**src/rtl/pfr_pkg.sv**
```systemverilog
package pfr_pkg;
  typedef enum logic [2:0] {
    S_RST    = 3'd0,
    S_IDLE   = 3'd1,
    S_SETUP  = 3'd2,
    S_ACCESS = 3'd3,
    S_PAGE   = 3'd4,
    S_REC    = 3'd5
  } pfr_state_e;
endpackage

```
**src/rtl/pfr_timer.sv**
```systemverilog
// Cycle down-counter: loaded on start, done while it sits at zero.
module pfr_timer #(
  parameter int CW   = 8,
  parameter int INIT = 0
) (
  input  logic          clk,
  input  logic          rst,
  input  logic          start,
  input  logic [CW-1:0] load,
  output logic          done
);
  logic [CW-1:0] cnt;

  always_ff @(posedge clk) begin
    if (rst)             cnt <= CW'(INIT);
    else if (start)      cnt <= load;
    else if (cnt != '0)  cnt <= cnt - 1'b1;
  end

  assign done = (cnt == '0);
endmodule

```
**src/rtl/pflash_async_rd.sv**
```systemverilog
module pflash_async_rd
  import pfr_pkg::*;
#(
  parameter int AW      = 24,
  parameter int DW      = 16,
  parameter int LW      = 8,
  parameter int CW      = 8,
  parameter int T_RST   = 16,
  parameter int T_SETUP = 2,
  parameter int T_AVQV  = 9,
  parameter int T_GLQV  = 5,
  parameter int T_APA   = 3,
  parameter int T_REC   = 2
) (
  input  logic          clk,
  input  logic          rst,
  input  logic          rst_req,
  input  logic          req_valid,
  output logic          req_ready,
  input  logic [AW-1:0] req_addr,
  input  logic [LW-1:0] req_len,
  input  logic          req_page,
  input  logic          req_adv_latch,
  output logic          rd_valid,
  output logic [DW-1:0] rd_data,
  output logic          rd_last,
  output logic          fl_clk,
  output logic          fl_rst_n,
  output logic          fl_ce_n,
  output logic          fl_adv_n,
  output logic          fl_oe_n,
  output logic          fl_we_n,
  output logic [AW-1:0] fl_addr,
  input  logic [DW-1:0] fl_dq,
  input  logic          fl_wait
);
  localparam logic [CW-1:0] LD_RST   = CW'(T_RST - 1);
  localparam logic [CW-1:0] LD_SETUP = CW'(T_SETUP - 1);
  localparam logic [CW-1:0] LD_REC   = CW'(T_REC - 1);
  localparam logic [CW-1:0] LD_PAGE  = CW'(T_APA);
  localparam logic [CW-1:0] LD_AVQV  = CW'(T_AVQV);
  localparam logic [CW-1:0] LD_GLQV  = CW'(T_GLQV);

  pfr_state_e    state;
  logic [LW-1:0] rem;
  logic          page_q, latch_q, cont_q;

  logic g_start, g_done, a_start, a_done, o_start, o_done;
  logic [CW-1:0] g_load;
  logic accept, go_rst, take, more, stay_page, setup_go, rec_cont;

  // Wait is ignored in asynchronous modes; only kept so the pin is consumed.
  logic unused_wait;
  assign unused_wait = fl_wait;

  assign fl_clk    = 1'b1;
  assign fl_we_n   = 1'b1;
  assign req_ready = (state == S_IDLE) && !rst_req;

  always_comb begin
    go_rst    = (state == S_IDLE) && rst_req;
    accept    = (state == S_IDLE) && !rst_req && req_valid;
    take      = ((state == S_ACCESS) && a_done && o_done) ||
                ((state == S_PAGE) && g_done);
    more      = (rem != '0);
    stay_page = more && page_q && (fl_addr[1:0] != 2'b11);
    setup_go  = (state == S_SETUP) && g_done;
    rec_cont  = (state == S_REC) && g_done && cont_q;

    g_start = go_rst || accept || take || rec_cont;
    if (go_rst)                  g_load = LD_RST;
    else if (accept || rec_cont) g_load = LD_SETUP;
    else if (stay_page)          g_load = LD_PAGE;
    else                         g_load = LD_REC;

    a_start = accept || rec_cont;
    o_start = setup_go;
  end

  // General sequencing timer: reset hold, setup, page step, recovery.
  pfr_timer #(.CW(CW), .INIT(T_RST - 1)) u_gen_tmr (
    .clk(clk), .rst(rst), .start(g_start), .load(g_load), .done(g_done));

  // Address-path access timer, started when the address is presented.
  pfr_timer #(.CW(CW), .INIT(0)) u_addr_tmr (
    .clk(clk), .rst(rst), .start(a_start), .load(LD_AVQV), .done(a_done));

  // Output-enable-path access timer, started when output enable falls.
  pfr_timer #(.CW(CW), .INIT(0)) u_oe_tmr (
    .clk(clk), .rst(rst), .start(o_start), .load(LD_GLQV), .done(o_done));

  always_ff @(posedge clk) begin
    if (rst) begin
      state    <= S_RST;
      fl_rst_n <= 1'b0;
      fl_ce_n  <= 1'b1;
      fl_oe_n  <= 1'b1;
      fl_adv_n <= 1'b1;
      fl_addr  <= '0;
      rd_valid <= 1'b0;
      rd_last  <= 1'b0;
      rd_data  <= '0;
      rem      <= '0;
      page_q   <= 1'b0;
      latch_q  <= 1'b0;
      cont_q   <= 1'b0;
    end else begin
      rd_valid <= 1'b0;
      rd_last  <= 1'b0;
      case (state)
        S_RST: if (g_done) begin
          state    <= S_IDLE;
          fl_rst_n <= 1'b1;
        end
        S_IDLE: begin
          if (go_rst) begin
            state    <= S_RST;
            fl_rst_n <= 1'b0;
          end else if (accept) begin
            state    <= S_SETUP;
            fl_ce_n  <= 1'b0;
            fl_adv_n <= 1'b0;
            fl_addr  <= req_addr;
            rem      <= req_len;
            page_q   <= req_page;
            latch_q  <= req_adv_latch;
          end
        end
        S_SETUP: if (g_done) begin
          state    <= S_ACCESS;
          fl_oe_n  <= 1'b0;
          fl_adv_n <= latch_q;
        end
        S_ACCESS, S_PAGE: if (take) begin
          rd_valid <= 1'b1;
          rd_data  <= fl_dq;
          rd_last  <= !more;
          cont_q   <= more;
          if (more) begin
            rem     <= rem - 1'b1;
            fl_addr <= fl_addr + AW'(1);
          end
          if (stay_page) begin
            state <= S_PAGE;
          end else begin
            state    <= S_REC;
            fl_ce_n  <= 1'b1;
            fl_oe_n  <= 1'b1;
            fl_adv_n <= 1'b1;
          end
        end
        S_REC: if (g_done) begin
          if (cont_q) begin
            state    <= S_SETUP;
            fl_ce_n  <= 1'b0;
            fl_adv_n <= 1'b0;
          end else begin
            state <= S_IDLE;
          end
        end
        default: state <= S_IDLE;
      endcase
    end
  end
endmodule

```
**config.mk**
```make
export PLATFORM = sky130hd
export DESIGN_NAME = pflash_async_rd
export DESIGN_NICKNAME = d
export VERILOG_FILES = /design/src/rtl/pfr_pkg.sv /design/src/rtl/pfr_timer.sv /design/src/rtl/pflash_async_rd.sv
export SDC_FILE = /design/constraint.sdc
export NUM_CORES = 1
export LEC_CHECK = 0
export BUFFER_PORTS_ARGS = -buffer_cell sky130_fd_sc_hd__buf_2
export CAP_MARGIN = 20
export CORE_MARGIN = 2
export CORE_UTILIZATION = 50
export CTS_CLUSTER_SIZE = 24
export DETAILED_ROUTE_END_ITERATION = 12
export PLACE_DENSITY = 0.8
export SYNTH_ARGS = -nofsm -noshare
export SYNTH_HDL_FRONTEND = slang
export SYNTH_SLANG_ARGS = --single-unit
```
**constraint.sdc**
```tcl
create_clock -name clk -period 4.3 [get_ports clk]
set_input_delay 1.075 -clock clk [delete_from_list [all_inputs] [get_ports clk]]
set_output_delay 1.075 -clock clk [all_outputs]
set_load 0.005 [all_outputs]
```
Word-level counts from Yosys, hierarchy flattened

Index checks and enable logic that the tools add are counted.

Input bits: 55
Output and inout bits: 49
Flip-flop bits (word level): 84

Bitwise logic cells: 3
$add $sub $neg: 5
Equal/unequal tests: 17
Multiplexer cells: 43
Reduce and logical (&&, ||, !) cells: 47

Operators by type and width:

| operator                | count |
|---|---|
| $mux W24                | 4 |
| $mux W8                 | 6 |
| $pmux W24 S2            | 1 |
| $reduce_bool A8 Y1      | 4 |
| $sub A8 B1 Y8 const B   | 4 |
| $add A24 B1 Y24 const B | 1 |
| $logic_not A8 Y1        | 3 |
| $mux W3                 | 8 |
| $ne A2 B2 Y1 const B    | 11 |
| $pmux W8 S2             | 1 |
| $pmux W3 S5             | 1 |
| $mux W1                 | 12 |
| $mux W4                 | 3 |
| $reduce_bool A2 Y1      | 6 |
| $logic_and A1 B1 Y1     | 11 |
| $reduce_and A5 Y1       | 2 |
| $reduce_and A8 Y1       | 1 |
| $reduce_or A2 Y1        | 4 |
| $reduce_and A7 Y1       | 1 |
| $eq A3 B2 Y1 const B    | 2 |
| $eq A3 B3 Y1 const B    | 2 |
| $mux W2                 | 3 |
| $reduce_and A3 Y1       | 2 |
| $logic_or A1 B1 Y1      | 5 |
| other kinds (13)        | 17 |

Logic depth before layout (Yosys ltp)

Word-level depth: 7
Mapped depth: 9
Gate-level depth less buffers: 7

Cells and area by module

Synthesis repeated with hierarchy kept, for this count alone.

Cell total of the unflattened synthesis: 560
Area, all modules: 4605.7 um^2

By module, submodules not included:

| module                     | instances | cells an instance | area an instance (um^2) | sequential area each (um^2) |
|---|---|---|---|---|
| pflash_async_rd            | 1         | 402               | 3209.3                  | 1201.2 |
| pfr_timer (u_addr_tmr ...) | 2         | 53                | 475.5                   | 160.2 |
| pfr_timer (u_gen_tmr)      | 1         | 52                | 445.4                   | 160.2 |

Worst setup path after synthesis

OpenSTA, ideal clock, no wires.

Path type: input -> output
From: in rst_req
To: out req_ready
Stages: 1
Arrival time: 1.361 ns
Path slack: 1.864 ns
Cells stage by stage: nor4b_2

Cells in the longest elaborated chain, start to end: 2

RTL lines:

| element             | line                  | RTL |
|---|---|---|
| start: declaration  | pflash_async_rd.sv:17 | `input logic rst_req,` |
| $logic_not A1 Y1    | pflash_async_rd.sv:58 | `assign req_ready = (state == S_IDLE) && !rst_req;` |
| $logic_and A1 B1 Y1 | pflash_async_rd.sv:58 |  |
| end: declaration    | pflash_async_rd.sv:19 | `output logic req_ready,` |

Every way passes these cells.

Worst setup path in the final report

From: reg state[0]
To: reg fl_addr[5]

Cells in the longest elaborated chain, start to end: 6

RTL lines:

| element                           | line                                          | RTL |
|---|---|---|
| start: declaration                | pflash_async_rd.sv:44                         | `pfr_state_e state;` |
| start signal: assignment          | pflash_async_rd.sv:94                         | `state <= S_RST;` |
| start signal: assignment          | pflash_async_rd.sv:112                        | `state <= S_IDLE;` |
| start signal: assignment          | pflash_async_rd.sv:117                        | `state <= S_RST;` |
| $eq A3 B2 Y1                      | pflash_async_rd.sv:63, pflash_async_rd.sv:110 |  |
| $logic_and A1 B1 Y1 (2 in series) | pflash_async_rd.sv:63                         | `take = ((state == S_ACCESS) && a_done && o_done) \|\|` |
| $logic_or A1 B1 Y1                | pflash_async_rd.sv:63                         |  |
| $ne A2 B2 Y1 (no line)            | -                                             |  |
| $reduce_and A5 Y1 (no line)       | -                                             |  |
| end signal: assignment            | pflash_async_rd.sv:123                        | `fl_addr <= req_addr;` |
| end signal: assignment            | pflash_async_rd.sv:141                        | `fl_addr <= fl_addr + AW'(1);` |
| end: declaration                  | pflash_async_rd.sv:33                         | `output logic [AW-1:0] fl_addr,` |

Several ways; a longest one is shown, not always the timed one.
A chain may end at the register's enable or synchronous reset.

==> metrics.txt <==
I/O Pins 104; Place WS 0.979 ns; post-route ant nets 0; synth cell count leaders nand2_1, dfxtp_1, a21oi_1; slew margin rel. 29.3%; Yosys cell types 68; CP Cell Sequence nand3b_1 > a22oi_2 > or2_1 > nand2_1 > o32ai_1; Worst Reg-to-Reg Cells 5; Synth async-reset ratio 0%; clk slew on worst S/H paths 0.09 ns; reg2reg end fl_addr[5]; layout cells sized above 1 20.9%; Top FF cell, synth dfxtp_1; antenna violations before repair 0; Core ar. 8760 sq um; Yosys warning count 0; Final Cycle Share 72.8%; Worst Slack Setup Final 1.17 ns; Peak VDD IR 0.228 mV; CTS tree built; RD Place Congestion 0.892; most common cell in the netlist nand2_1; DR vias 4686; maximum clock insertion buffer count 2; Max-cap violations 0; post-cts resize count 0; largest net degree at the start of global routing 43; worst-skew pair later-pin latency 0.36 ns; Synth area leaders dfxtp_1, nand2_1, a21oi_1; post-layout min period 3.13 ns; total gr overflow 0; Critical Path End Type register; Final Hold Fails 0; Mapped Area 4540 sq um; Seq cells post-synth 84; Avg WL per Cell 16.8 um; Slowest cell on crit path dfxtp_1; worst hold path type reg2reg; Syn-to-layout area delta 17.2%; Tot GR Track Use 26.4%; Initial Util 51.8%; FP Rows 34; PD cells 393 nW/um^2; Die W 99.3 um; final setup vio count 0; P_leak 2.13 nW; CP Capture Point fl_addr[5]; TritonCTS buffer count 9; Setup Buffers After CTS 0; kind of critical path reg2reg; Chip Height 99.3 um; startpoint class of the critical path register; Arr. time, crit path 3.39 ns; number of flops mapped to enable cells by yosys 0; Crit Path Max Fanout 22; WP data required 4.56 ns; Crit path largest cell delay 0.72 ns; DR vias/cell 6.17; final wirelength 12800 um; Sink Count 84; via count of the first global-routing pass 4484; measured slew at the worst slew-check pin 1.06 ns; Final nets 709; Max Clk Rate 0.320 GHz; Post-CTS Hold Fix Bufs 0; Syn Area/Cell 7.96 sq um; DRT Pass-1 Iters 5; clk_skew 0.0140 ns; setup slack, reg-to-reg 1.17 ns; Syn Inst Count 570; DR iter-0 viols 340; Worst R2R Start state[0]; Final Max Slew Viols 0; post-route DRC violation count 0; diode count 0; share of the synthesized area in the top cell type 37.0%; DP Wirelength 8830 um; H-tree Lvls 3; IO buf count 100; clock root buffer master clkbuf_8; sequential area share after synthesis 37.0%; outcome complete, no violations; Die Area 9860 sq um; CP startpoint state[0]; cell taking the most area after synthesis dfxtp_1; RSZ-0062 raised after global routing no; Setup TNS Final 0 ns; first-pass GRT wire length 21300 um
state kept, by name (all words and copies together), names as in the netlist, 3 cells and up:
| register | flops |
|---|---|
| state | 3 |
| u_oe_tmr.cnt | 8 |
| rem | 8 |
| rd_data | 16 |
| fl_addr | 24 |
| u_gen_tmr.cnt | 8 |
| u_addr_tmr.cnt | 8 |
layer usage:
layer | track usage, % | up-vias | wire, um
met5 | 0 | - | 0
met4 | 8.43 | 0 | 218
met3 | 6.04 | 22 | 1080
met2 | 42.4 | 228 | 6060
met1 | 35.4 | 2176 | 5410
li1 | - | 2260 | -
power breakdown:
group	total [mW]	internal, mW	switching (mW)
combinational	0.480	0.216	0.264
clock	0.682	0.387	0.295
sequential	0.930	0.852	0.0780
total	2.09	1.45	0.637
worst max-delay path: cells and delay by family (launching register included):
| family | cells | cell delay (ns) |
|---|---|---|
| flip-flops | 1 | 0.72 |
| AO/OA/AOI/OAI | 2 | 0.91 |
| AND/OR/NAND/NOR | 3 | 1.38 |
placed cells by master, fill, tap and decap left out, drive strengths merged, types with 11 or more instances in the layout:
cell type,n
a211oi,16
a21oi,51
buf,109
dfxtp,84
inv,13
nand2,90
nand3,21
nand4,11
nor2,41
nor3,12
o21ai,17
o311ai,13
o32ai,13
cells by family (layout without fill, tap and decap cells):
logic type,Yosys count,in the layout,synth area share [%]
flip-flops,84,84,37.0
buffers and inverters,57,138,5.15
XOR/XNOR,17,17,3.28
multiplexers,2,2,0.441
AO/OA/AOI/OAI,167,167,25.8
AND/OR/NAND/NOR,235,235,26.3
adder cells (fa/ha/maj),7,7,1.93
other,1,2,0.0826
final cells by class:
type | count | area (sq um)
timing repair buffer | 109 | 568
sequential | 84 | 1680
clock buffer | 10 | 128
fill | 773 | 3440
inverter | 13 | 48.8
clock inverter | 6 | 113
multi-input combinational | 430 | 2650
tap | 108 | 135
per-stage QoR:
step | hold WS [ns] | util, % | cells | area, sq um | power [mW]
2_1_floorplan | 0.439 | - | 571 | 4540 | 1.31
3_3_place_gp | 0.429 | 58.0 | 744 | 5080 | 1.39
3_5_place_dp | 0.443 | 58.0 | 744 | 5080 | 1.42
4_1_cts | 0.455 | 60.7 | 760 | 5320 | 2.10
5_1_grt | 0.478 | 60.7 | 760 | 5320 | 2.21
6_report | 0.452 | 60.7 | 760 | 5320 | 2.09
how the worst min path moves through the flow:
| stage | startpoint | to | slack [ns] | cells after the start |
|---|---|---|---|---|
| after floorplan | fl_ce_n | fl_ce_n | 0.44 | 2 |
| after detailed placement | fl_ce_n | fl_ce_n | 0.44 | 2 |
| after global placement | fl_ce_n | fl_ce_n | 0.43 | 2 |
| final | fl_ce_n | fl_ce_n | 0.45 | 2 |
| after CTS | rd_data[0] | rd_data[0] | 0.46 | 2 |
| after global routing | rd_data[0] | rd_data[0] | 0.48 | 2 |
Power figures use the tool's default switching activity.
